File: config.mk
export PLATFORM = sky130hd
export DESIGN_NAME = fa_cache_ctrl
export DESIGN_NICKNAME = d
export VERILOG_FILES = /design/src/rtl/fa_cache_pkg.sv /design/src/rtl/fa_tag_match.sv /design/src/rtl/fa_lru.sv /design/src/rtl/fa_data_store.sv /design/src/rtl/fa_cache_ctrl.sv
export SDC_FILE = /design/constraint.sdc
export NUM_CORES = 2
export LEC_CHECK = 0
export BUFFER_PORTS_ARGS = -buffer_cell sky130_fd_sc_hd__buf_2
export CAP_MARGIN = 20
export CORE_UTILIZATION = 30
export CTS_CLUSTER_DIAMETER = 120
export DETAILED_ROUTE_END_ITERATION = 7
export HOLD_SLACK_MARGIN = 0.1
export PLACE_DENSITY_LB_ADDON = 0.05
export SLEW_MARGIN = 20
export SYNTH_ARGS = -nofsm -noshare
export SYNTH_HDL_FRONTEND = slang
export SYNTH_HIERARCHICAL = 1
export SYNTH_SLANG_ARGS = --single-unit
File: constraint.sdc
create_clock -name clk -period 6.9 [get_ports clk]
set_clock_uncertainty 0.2 [all_clocks]
set_input_delay 0.69 -clock clk [delete_from_list [all_inputs] [get_ports clk]]
set_output_delay 0.69 -clock clk [all_outputs]
set_load 0.05 [all_outputs]
File: src/rtl/fa_cache_pkg.sv
package fa_cache_pkg;

   typedef enum logic [1:0] {
      ST_IDLE   = 2'd0,
      ST_LOOKUP = 2'd1,
      ST_WBACK  = 2'd2,
      ST_FILL   = 2'd3
   } fa_state_e;

endpackage

File: src/rtl/fa_tag_match.sv
module fa_tag_match #(
   parameter int LINES = 16,
   parameter int TAG_W = 13,
   localparam int IDX_W = $clog2(LINES)
) (
   input  logic [LINES-1:0]            valid_i,
   input  logic [LINES-1:0][TAG_W-1:0] tags_i,
   input  logic [TAG_W-1:0]            look_tag_i,
   output logic [LINES-1:0]            match_o,
   output logic                        hit_o,
   output logic [IDX_W-1:0]            hit_idx_o
);

   for (genvar g = 0; g < LINES; g++) begin : g_cmp
      assign match_o[g] = valid_i[g] && (tags_i[g] == look_tag_i);
   end

   // exactly one match counts as a hit
   assign hit_o = (match_o != '0) && ((match_o & (match_o - 1'b1)) == '0);

   // OR-based encoder, no priority chain
   always_comb begin
      hit_idx_o = '0;
      for (int i = 0; i < LINES; i++) begin
         if (match_o[i]) hit_idx_o = hit_idx_o | IDX_W'(i);
      end
   end

endmodule

File: src/rtl/fa_lru.sv
module fa_lru #(
   parameter int LINES = 16,
   localparam int IDX_W = $clog2(LINES)
) (
   input  logic             clk,
   input  logic             rst_n,
   input  logic [LINES-1:0] valid_i,
   input  logic             touch_i,
   input  logic [IDX_W-1:0] touch_idx_i,
   output logic [IDX_W-1:0] pick_idx_o
);

   localparam logic [IDX_W-1:0] AGE_MAX = IDX_W'(LINES - 1);

   // ages form a permutation of 0..LINES-1; 0 = most recent
   logic [IDX_W-1:0] age_q [LINES];
   logic [IDX_W-1:0] free_idx;
   logic [IDX_W-1:0] old_idx;
   logic             any_free;

   for (genvar g = 0; g < LINES; g++) begin : g_age
      always_ff @(posedge clk) begin
         if (!rst_n) begin
            age_q[g] <= IDX_W'(g);
         end else if (touch_i) begin
            if (IDX_W'(g) == touch_idx_i)
               age_q[g] <= '0;
            else if (age_q[g] < age_q[touch_idx_i])
               age_q[g] <= age_q[g] + IDX_W'(1);
         end
      end
   end

   always_comb begin
      free_idx = '0;
      any_free = 1'b0;
      for (int i = LINES - 1; i >= 0; i--) begin
         if (!valid_i[i]) begin
            free_idx = IDX_W'(i);
            any_free = 1'b1;
         end
      end
   end

   always_comb begin
      old_idx = '0;
      for (int i = 0; i < LINES; i++) begin
         if (age_q[i] == AGE_MAX) old_idx = old_idx | IDX_W'(i);
      end
   end

   assign pick_idx_o = any_free ? free_idx : old_idx;

endmodule

File: src/rtl/fa_data_store.sv
module fa_data_store #(
   parameter int LINES  = 16,
   parameter int OFF_W  = 3,
   parameter int DATA_W = 16,
   localparam int IDX_W = $clog2(LINES),
   localparam int DEPTH = LINES << OFF_W
) (
   input  logic              clk,
   input  logic              we_i,
   input  logic [IDX_W-1:0]  wline_i,
   input  logic [OFF_W-1:0]  woff_i,
   input  logic [DATA_W-1:0] wdata_i,
   input  logic [IDX_W-1:0]  rline_i,
   input  logic [OFF_W-1:0]  roff_i,
   output logic [DATA_W-1:0] rdata_o
);

   logic [DATA_W-1:0] words_q [DEPTH];

   always_ff @(posedge clk) begin
      if (we_i) words_q[{wline_i, woff_i}] <= wdata_i;
   end

   assign rdata_o = words_q[{rline_i, roff_i}];

endmodule

File: src/rtl/fa_cache_ctrl.sv
module fa_cache_ctrl
   import fa_cache_pkg::*;
#(
   parameter int ADDR_W = 16,
   parameter int OFF_W  = 3,
   parameter int LINES  = 16,
   parameter int DATA_W = 16,
   parameter int CNT_W  = 32
) (
   input  logic              clk,
   input  logic              rst_n,
   input  logic              cpu_req,
   input  logic              cpu_we,
   input  logic [ADDR_W-1:0] cpu_addr,
   input  logic [DATA_W-1:0] cpu_wdata,
   output logic              cpu_ready,
   output logic              cpu_done,
   output logic              cpu_hit,
   output logic [DATA_W-1:0] cpu_rdata,
   output logic              mem_req,
   output logic              mem_we,
   output logic [ADDR_W-1:0] mem_addr,
   output logic [DATA_W-1:0] mem_wdata,
   input  logic              mem_ack,
   input  logic [DATA_W-1:0] mem_rdata,
   output logic [CNT_W-1:0]  ref_count,
   output logic [CNT_W-1:0]  miss_count
);

   localparam int TAG_W = ADDR_W - OFF_W;
   localparam int IDX_W = $clog2(LINES);
   localparam logic [OFF_W-1:0] LAST_BEAT = '1;

   if (LINES < 2 || (LINES & (LINES - 1)) != 0) begin : g_bad_lines
      $error("LINES must be a power of two of at least 2");
   end
   if (OFF_W < 1 || OFF_W >= ADDR_W) begin : g_bad_off
      $error("OFF_W must lie in 1..ADDR_W-1");
   end

   fa_state_e state_q;
   logic                        req_we_q;
   logic [TAG_W-1:0]            req_tag_q;
   logic [OFF_W-1:0]            req_off_q;
   logic [DATA_W-1:0]           req_wdata_q;
   logic                        retry_q;
   logic [IDX_W-1:0]            line_q;
   logic [OFF_W-1:0]            beat_q;
   logic [LINES-1:0]            valid_q;
   logic [LINES-1:0]            dirty_q;
   logic [LINES-1:0][TAG_W-1:0] tag_q;
   logic                        done_q;
   logic                        hit_q;
   logic [DATA_W-1:0]           rdata_q;
   logic [CNT_W-1:0]            ref_q;
   logic [CNT_W-1:0]            miss_q;

   logic [LINES-1:0] match_vec;
   logic             look_hit;
   logic [IDX_W-1:0] hit_idx;
   logic [IDX_W-1:0] pick_idx;
   logic             lru_touch;
   logic [IDX_W-1:0] lru_idx;
   logic             st_we;
   logic [IDX_W-1:0] st_wline;
   logic [OFF_W-1:0] st_woff;
   logic [DATA_W-1:0] st_wdata;
   logic [IDX_W-1:0] st_rline;
   logic [OFF_W-1:0] st_roff;
   logic [DATA_W-1:0] st_rdata;
   logic             fill_last;

   fa_tag_match #(.LINES(LINES), .TAG_W(TAG_W)) u_match (
      .valid_i    (valid_q),
      .tags_i     (tag_q),
      .look_tag_i (req_tag_q),
      .match_o    (match_vec),
      .hit_o      (look_hit),
      .hit_idx_o  (hit_idx)
   );

   fa_lru #(.LINES(LINES)) u_lru (
      .clk         (clk),
      .rst_n       (rst_n),
      .valid_i     (valid_q),
      .touch_i     (lru_touch),
      .touch_idx_i (lru_idx),
      .pick_idx_o  (pick_idx)
   );

   fa_data_store #(.LINES(LINES), .OFF_W(OFF_W), .DATA_W(DATA_W)) u_store (
      .clk     (clk),
      .we_i    (st_we),
      .wline_i (st_wline),
      .woff_i  (st_woff),
      .wdata_i (st_wdata),
      .rline_i (st_rline),
      .roff_i  (st_roff),
      .rdata_o (st_rdata)
   );

   assign fill_last = (state_q == ST_FILL) && mem_ack && (beat_q == LAST_BEAT);

   // recency update on a lookup hit or on fill completion
   always_comb begin
      lru_touch = 1'b0;
      lru_idx   = hit_idx;
      if (state_q == ST_LOOKUP && look_hit) begin
         lru_touch = 1'b1;
      end else if (fill_last) begin
         lru_touch = 1'b1;
         lru_idx   = line_q;
      end
   end

   // single write port: fill beats or write hits
   always_comb begin
      st_we    = 1'b0;
      st_wline = hit_idx;
      st_woff  = req_off_q;
      st_wdata = req_wdata_q;
      if (state_q == ST_FILL && mem_ack) begin
         st_we    = 1'b1;
         st_wline = line_q;
         st_woff  = beat_q;
         st_wdata = mem_rdata;
      end else if (state_q == ST_LOOKUP && look_hit && req_we_q) begin
         st_we = 1'b1;
      end
   end

   assign st_rline = (state_q == ST_WBACK) ? line_q : hit_idx;
   assign st_roff  = (state_q == ST_WBACK) ? beat_q : req_off_q;

   assign mem_req   = (state_q == ST_WBACK) || (state_q == ST_FILL);
   assign mem_we    = (state_q == ST_WBACK);
   assign mem_addr  = (state_q == ST_WBACK) ? {tag_q[line_q], beat_q} : {req_tag_q, beat_q};
   assign mem_wdata = st_rdata;

   always_ff @(posedge clk) begin
      if (!rst_n) begin
         state_q     <= ST_IDLE;
         req_we_q    <= 1'b0;
         req_tag_q   <= '0;
         req_off_q   <= '0;
         req_wdata_q <= '0;
         retry_q     <= 1'b0;
         line_q      <= '0;
         beat_q      <= '0;
         valid_q     <= '0;
         dirty_q     <= '0;
         tag_q       <= '0;
         done_q      <= 1'b0;
         hit_q       <= 1'b0;
         rdata_q     <= '0;
         ref_q       <= '0;
         miss_q      <= '0;
      end else begin
         done_q <= 1'b0;
         case (state_q)
            ST_IDLE: begin
               if (cpu_req) begin
                  req_we_q    <= cpu_we;
                  req_tag_q   <= cpu_addr[ADDR_W-1:OFF_W];
                  req_off_q   <= cpu_addr[OFF_W-1:0];
                  req_wdata_q <= cpu_wdata;
                  state_q     <= ST_LOOKUP;
               end
            end
            ST_LOOKUP: begin
               if (look_hit) begin
                  if (req_we_q) begin
                     dirty_q[hit_idx] <= 1'b1;
                     rdata_q          <= req_wdata_q;
                  end else begin
                     rdata_q <= st_rdata;
                  end
                  if (!retry_q) ref_q <= ref_q + CNT_W'(1);
                  hit_q   <= !retry_q;
                  done_q  <= 1'b1;
                  retry_q <= 1'b0;
                  state_q <= ST_IDLE;
               end else begin
                  ref_q  <= ref_q + CNT_W'(1);
                  miss_q <= miss_q + CNT_W'(1);
                  line_q <= pick_idx;
                  beat_q <= '0;
                  if (valid_q[pick_idx] && dirty_q[pick_idx])
                     state_q <= ST_WBACK;
                  else
                     state_q <= ST_FILL;
               end
            end
            ST_WBACK: begin
               if (mem_ack) begin
                  beat_q <= beat_q + OFF_W'(1);
                  if (beat_q == LAST_BEAT) state_q <= ST_FILL;
               end
            end
            ST_FILL: begin
               if (mem_ack) begin
                  beat_q <= beat_q + OFF_W'(1);
                  if (beat_q == LAST_BEAT) begin
                     valid_q[line_q] <= 1'b1;
                     dirty_q[line_q] <= 1'b0;
                     tag_q[line_q]   <= req_tag_q;
                     retry_q         <= 1'b1;
                     state_q         <= ST_LOOKUP;
                  end
               end
            end
            default: state_q <= ST_IDLE;
         endcase
      end
   end

   assign cpu_ready  = (state_q == ST_IDLE);
   assign cpu_done   = done_q;
   assign cpu_hit    = hit_q;
   assign cpu_rdata  = rdata_q;
   assign ref_count  = ref_q;
   assign miss_count = miss_q;

endmodule

-- Word-level counts from Yosys, hierarchy flattened
Memory sizes are Yosys's and may differ from the RTL's.
Index checks and enable logic that the tools add are counted.
- memories: 2
- memory bits (writable): 2112
- flip-flop bits (word level): 365
- input port bits: 53
- memory bits (read-only): 0
- bits in latches: 0
- memory list (name ; depth ; width ; read ports ; clocked after Yosys merged registers in ; write ports ; line ; text):
    u_store.words_q ; 128 ; 16 ; 1 ; 0 ; 1 ; fa_data_store.sv:18 ; logic [DATA_W-1:0] words_q [DEPTH];
    u_lru.age_q ; 16 ; 4 ; 17 ; 0 ; 16 ; fa_lru.sv:16 ; logic [IDX_W-1:0] age_q [LINES];
- divide/modulo/power cells: 0
- add/sub/neg operators: 20
- reductions and logical operators: 43
- equal/unequal tests: 60
- multiplexer cells: 291
- shifts and indexed selects: 0
- $lt $le $gt $ge: 21
- bitwise logic cells: 38
- multipliers: 0
- operators by type and width (kind ; count):
    $mux 4 ; 69
    $bwmux 208 ; 1
    $eq 13x13->1 ; 16
    $mux 1 ; 178
    $mux 16 ; 7
    $add 32x1->32 const B ; 2
    $add 4x1->4 const B ; 16
    $lt 4x4->1 ; 16
    $mux 32 ; 2
    $eq 4x4->1 const B ; 15
    $bmux 13 s4 ; 1
    $demux 13 s4 ; 1
    $mux 3 ; 12
    $and 16x16->16 ; 2
    $eq 4x4->1 const A ; 8
    $or 1x1->1 ; 32
    $or 16x16->16 ; 2
    $pmux 16 s2 ; 1
    $mux 13 ; 2
    $logic_and 1x1->1 ; 24
    $mux 2 ; 10
    $eq 3x4->1 const A ; 4
    $logic_not 16->1 ; 1
    $not 16->16 ; 1
    other kinds (28) ; 50

-- Logic depth before layout (Yosys ltp)
An unclocked memory read counts as a cell.
- depth after elaboration: 27
- depth in mapped cells: 28
- depth with buffers taken out: 21

-- Modules after synthesis
Netlist, hierarchy kept.
- modules (own cells, without submodules) (module ; cells an instance ; times used ; area each (um^2) ; seq. area each (um^2)):
    fa_data_store ; 3070 ; 1 ; 78201.3 ; 61499.0
    fa_cache_ctrl ; 1704 ; 1 ; 16340.7 ; 7307.0
    fa_lru ; 551 ; 1 ; 5506.5 ; 1921.8
    fa_tag_match ; 348 ; 1 ; 3104.2 ; 0.0

-- Least setup slack after synthesis
Ideal clock, no wire load.
- path type: reg-to-reg
- start point: register req_tag_q[5]
- end point: memory u_lru/age_q[10][3] (netlist name) (data pin)
- cell stages (with the launch flop): 27
- data arrival time: 6.281 ns
- path slack: 0.155 ns
- required time: 6.436 ns
- cells stage by stage: dfxtp_1 -> buf_6 -> buf_6 -> xnor2_2 -> nand4_2 -> nor4_4 -> nor3_2 -> nor2b_4 -> or3_4 -> a211oi_2 -> and2_1 -> buf_2 -> nor2_1 -> o21ai_0 -> buf_2 -> buf_2 -> mux4_2 -> mux4_2 -> inv_1 -> ha_1 -> a21oi_1 -> o211ai_1 -> or2_2 -> clkbuf_1 -> or3_1 -> o21ai_0 -> nor3_1
- RTL lines (what ; line ; text):
    from (decl) ; fa_cache_ctrl.sv:43 ; logic [TAG_W-1:0] req_tag_q;
    from (signal assigned) ; fa_cache_ctrl.sv:164 ; req_tag_q <= cpu_addr[ADDR_W-1:OFF_W];
    to (decl) ; fa_lru.sv:16 ;

-- Worst setup path in the final report
- start point: register req_tag_q[7]
- end point: output port mem_wdata[2]
- elaborated cells on any way between the ends: 47
- RTL lines (what ; line ; text):
    $eq 13x13->1 ; fa_tag_match.sv:15 ; assign match_o[g] = valid_i[g] && (tags_i[g] == look_tag_i);
    $logic_and 1x1->1 ; fa_tag_match.sv:15 ;
    named net match_vec[7] ; fa_cache_ctrl.sv:58 ; logic [LINES-1:0] match_vec;
    $mux 3 ; fa_tag_match.sv:25 ; if (match_o[i]) hit_idx_o = hit_idx_o | IDX_W'(i);
    $mux 4 (8 in a row) ; fa_tag_match.sv:25 ;
    named net hit_idx[1] ; fa_cache_ctrl.sv:60 ; logic [IDX_W-1:0] hit_idx;
    $mux 4 ; fa_cache_ctrl.sv:132 ; assign st_rline = (state_q == ST_WBACK) ? line_q : hit_idx;
    named net st_rline[1] ; fa_cache_ctrl.sv:68 ; logic [IDX_W-1:0] st_rline;
    $mem_v2 128x16 ; -- ;
    to (decl) ; fa_cache_ctrl.sv:23 ; output logic [DATA_W-1:0] mem_wdata,
The timed path passes the listed nets, and every way through them passes these cells.

==> results.yml <==
floorplanning:
  core-area_um2: 341000
  io_pins: 170
  die_w_um: 588
  die_h_um: 588
  die_area_um2: 346000
  start_util_pct: 30.3
  rows: 214
grt:
  antenna_found_initial: 18
  grt_max_degree: 215
  grt_pass1_wl_mm: 461
  track_usage_pct: 18.7
  overflow: 0
  grt_pass1_vias: 56895
worst_setup_path:
  path_cells: "buf_4, xnor2_1, nand4_1, nor4_4, buf_4, nor4_1, nand3b_1, buf_4, inv_1, o21ai_4, buf_12, buf_4, mux4_2, mux4_2, mux2_2, buf_2"
  startpoint_type: "flip-flop"
  r2r_end: "u_lru/age_q[9][2]$_SDFFCE_PN0P_"
  slowest_stage: "mux4_2"
  cp_max_fo: 22
  cp_common_cell: "buf_4"
  reg2reg_from: "req_tag_q[10]$_SDFFE_PN0P_"
  cp.arrival_ns: 5.77
  path_class: "flip-flop to primary output"
  worst_path_largest_cell_delay_ns: 0.64
  critPathRequiredTime_ns: 6.01
  r2r_setup_slack_ns: 0.34
  crit_path_end_kind: "primary output"
  ff2ff_path_depth: 22
yosys:
  synth_edf_count: 2112
  ys.flop_type: "edfxtp_1"
  ys_seq_area_share_pct: 68.6
  ys_types: 84
  ys_async_sr_fraction_pct: 0
  postSynthCellCount: 5673
  ys_ff_latch: 2477
  netlist_area_um2: 103000
  synth_area_per_cell_um2: 18.2
  synth.net_count: 5798
  synth_warnings: 6
worst_hold_path:
  hold_start: "mem_rdata[13]"
  whs_path_depth: 2
  hold_path_class: "input pin to flip-flop"
  whs_endpoint: "u_store/words_q[17][13]$_DFFE_PP_"
sta:
  worst_pin_slew_ns: 1.15
  slew_viol_final: 0
  hold_slack_ns: 0.231
  hold_viol: 0
  period_minus_slack_ns: 6.66
  timing.final.crit_share_pct: 96.5
  setup_violations: 0
  slew_headroom_pct: 22.9
  setup_tns_ns: 0
  fmax_ghz: 0.150
route:
  vias: 54856
  drc: 0
  drt_wl_total_mm: 327
  first_iter_violations: 3824
  postRouteAntennaNets: 0
  first_pass_iters: 5
  avgViaCountPerCell: 5.03
  wl_per_cell_um: 30.0
placed_design:
  portBuffers: 169
  dp_hpwl_mm: 207
  place_congestion: 0.787
finish:
  layout-drive-gt1-share_pct: 29.6
  fillers: 32041
  final_cell_mix: "edfxtp_1, mux4_2, nor2_1"
  syn_to_final_growth_pct: 17.4
  final_common_cell: "edfxtp_1"
  final_nets: 6245
clock_tree:
  htreeDepth: 5
  cts.sinks: 2477
  clk_latency_ns: 0.89
  clk_pin_slew_ns: 0.06
  clockBufferDepth: 4
  cts_tree: "done"
  cts_buffers: 298
  cts-root-buf: "clkbuf_16"
power:
  powerDensity_nw_per_um2: 295
  irDropWorstVdd_uv: 201
  p_leak_nw: 37.2
run_status:
  outcome: "completed"
flow_run:
  drv_cap: 0
-- power breakdown --
part / switching (mW) / internal [mW] / leakage [nW] / total, mW
clock network: 6.28 / 8.93 / 4.56 / 15.2
logic: 2.46 / 1.39 / 10.3 / 3.85
registers: 0.0642 / 16.6 / 22.3 / 16.7
-- cells by family after synthesis --
| kind of cell | synth area share [%] |
|---|---|
| AO/OA/AOI/OAI | 1.88 |
| XOR/XNOR | 2.55 |
| adder cells (fa/ha/maj) | 0.902 |
| buffers and inverters | 1.80 |
| flip-flops | 68.6 |
| multiplexers | 19.1 |
| AND/OR/NAND/NOR | 5.19 |
-- registers in the layout (all words and copies together) (netlist names), 32 cells and up --
name,flops
ref_count,32
u_store/words_q,2048
tag_q,208
u_lru/age_q,64
miss_count,32
-- worst max path at each step --
stage,start,endpoint,slack (ns),depth (start not counted)
2_1_floorplan,req_tag_q[5]$_SDFFE_PN0P_,u_lru/age_q[10][3]$_DFFE_PP_,0.15,26
3_3_place_gp,req_tag_q[10]$_SDFFE_PN0P_,u_lru/age_q[14][3]$_DFFE_PP_,0.30,21
3_5_place_dp,req_tag_q[10]$_SDFFE_PN0P_,u_lru/age_q[9][2]$_SDFFCE_PN0P_,0.14,21
4_1_cts,req_tag_q[8]$_SDFFE_PN0P_,mem_wdata[2],0.01,16
5_1_grt,req_tag_q[10]$_SDFFE_PN0P_,u_lru/age_q[9][2]$_SDFFCE_PN0P_,-0.02,21
6_report,req_tag_q[7]$_SDFFE_PN0P_,mem_wdata[2],0.24,16
-- metrics by stage --
step	std cells	instance area (um2)	setup slack (ns)	util (%)	total power, mW
6_report	10897	121000	0.244	35.5	35.7
5_1_grt	10890	121000	-0.0189	35.5	37.0
4_1_cts	10884	121000	0.0106	35.5	36.3
3_5_place_dp	10314	111000	0.137	32.6	20.9
3_3_place_gp	10314	111000	0.297	32.6	20.9
2_1_floorplan	5673	103000	0.155	-	19.3
-- final cells by class --
type / count / area (um2) / area share [%]
diodes: 9 / 22.5 / 0.0186
clock buffers: 382 / 8030 / 6.63
clock inverters: 150 / 1310 / 1.08
inverters: 32 / 128 / 0.105
multi-input cells: 2810 / 31200 / 25.8
flip-flops and latches: 2477 / 70800 / 58.4
well taps: 4536 / 5680 / 4.69
repair buffers: 501 / 3970 / 3.28
-- critical path: cells and delay by family (launching register included) --
family | cells | cell delay [ns]
muxes | 3 | 1.53
buffers and inverters | 7 | 1.61
and+or+nand+nor | 4 | 0.75
AOI/OAI and AO/OA | 1 | 0.27
xor gates and xnor gates | 1 | 0.13
DFF | 1 | 0.52
-- what timing repair did --
item,in CTS,in global routing
resized for setup,4,12
hold buffers,36,0
buffers inserted,2,3
setup endpoints to repair,16,71
hold endpoints to repair,41,0
pin swaps,1,2
-- metal layers --
metal  GRT usage [%]  vias to the layer above  wire length [um]
met1            25.7                    29731            146000
met4            4.21                        0              6740
li1                -                    23635                 -
met3            2.44                      367             12900
met5               0                        -                 0
met2            31.5                     1123            161000
-- cells in the mapped netlist (4+ instances only) --
library cell  count  share of area [%]
o221ai_1         14               0.12
ha_1             72               0.87
nand3b_1          5              0.036
and4_1            9              0.076
a2111oi_0         8              0.068
a31oi_1          15              0.091
o21a_1            9              0.065
inv_1            32               0.12
mux2_2           43               0.47
o211ai_1         19               0.14
mux2i_1         258                2.5
nor2b_1          20               0.12
edfxtp_1       2112                 61
or2_2             7              0.042
o22a_1            4              0.034
nand3_1          91               0.44
xor2_1           31               0.26
and2_1           12              0.073
a2bb2oi_1         4              0.034
nor3_1           68               0.33
dfxtp_1         365                7.1
o31ai_1           5              0.036
o21ai_0          50               0.24
clkbuf_1        176               0.64
nand4_2           6              0.073
a21oi_1          91               0.44
mux4_2          739                 16
nor2_1          493                1.8
buf_4            21               0.15
buf_2            78               0.38
xnor2_1         255                2.2
nor4_2           17               0.21
nand4_1          68               0.41
nand2_1         199               0.72
a211oi_1         27               0.20
xnor2_2           8               0.13
nor4_1           22               0.13
a311oi_1         10              0.085
nand2b_1         27               0.16
nor2_4           13               0.14
a21o_1            7              0.051
buf_6            23               0.25
buf_1            52               0.19
and3_1            9              0.055
or3_1            16              0.097
(Power assumes the default switching activity.)
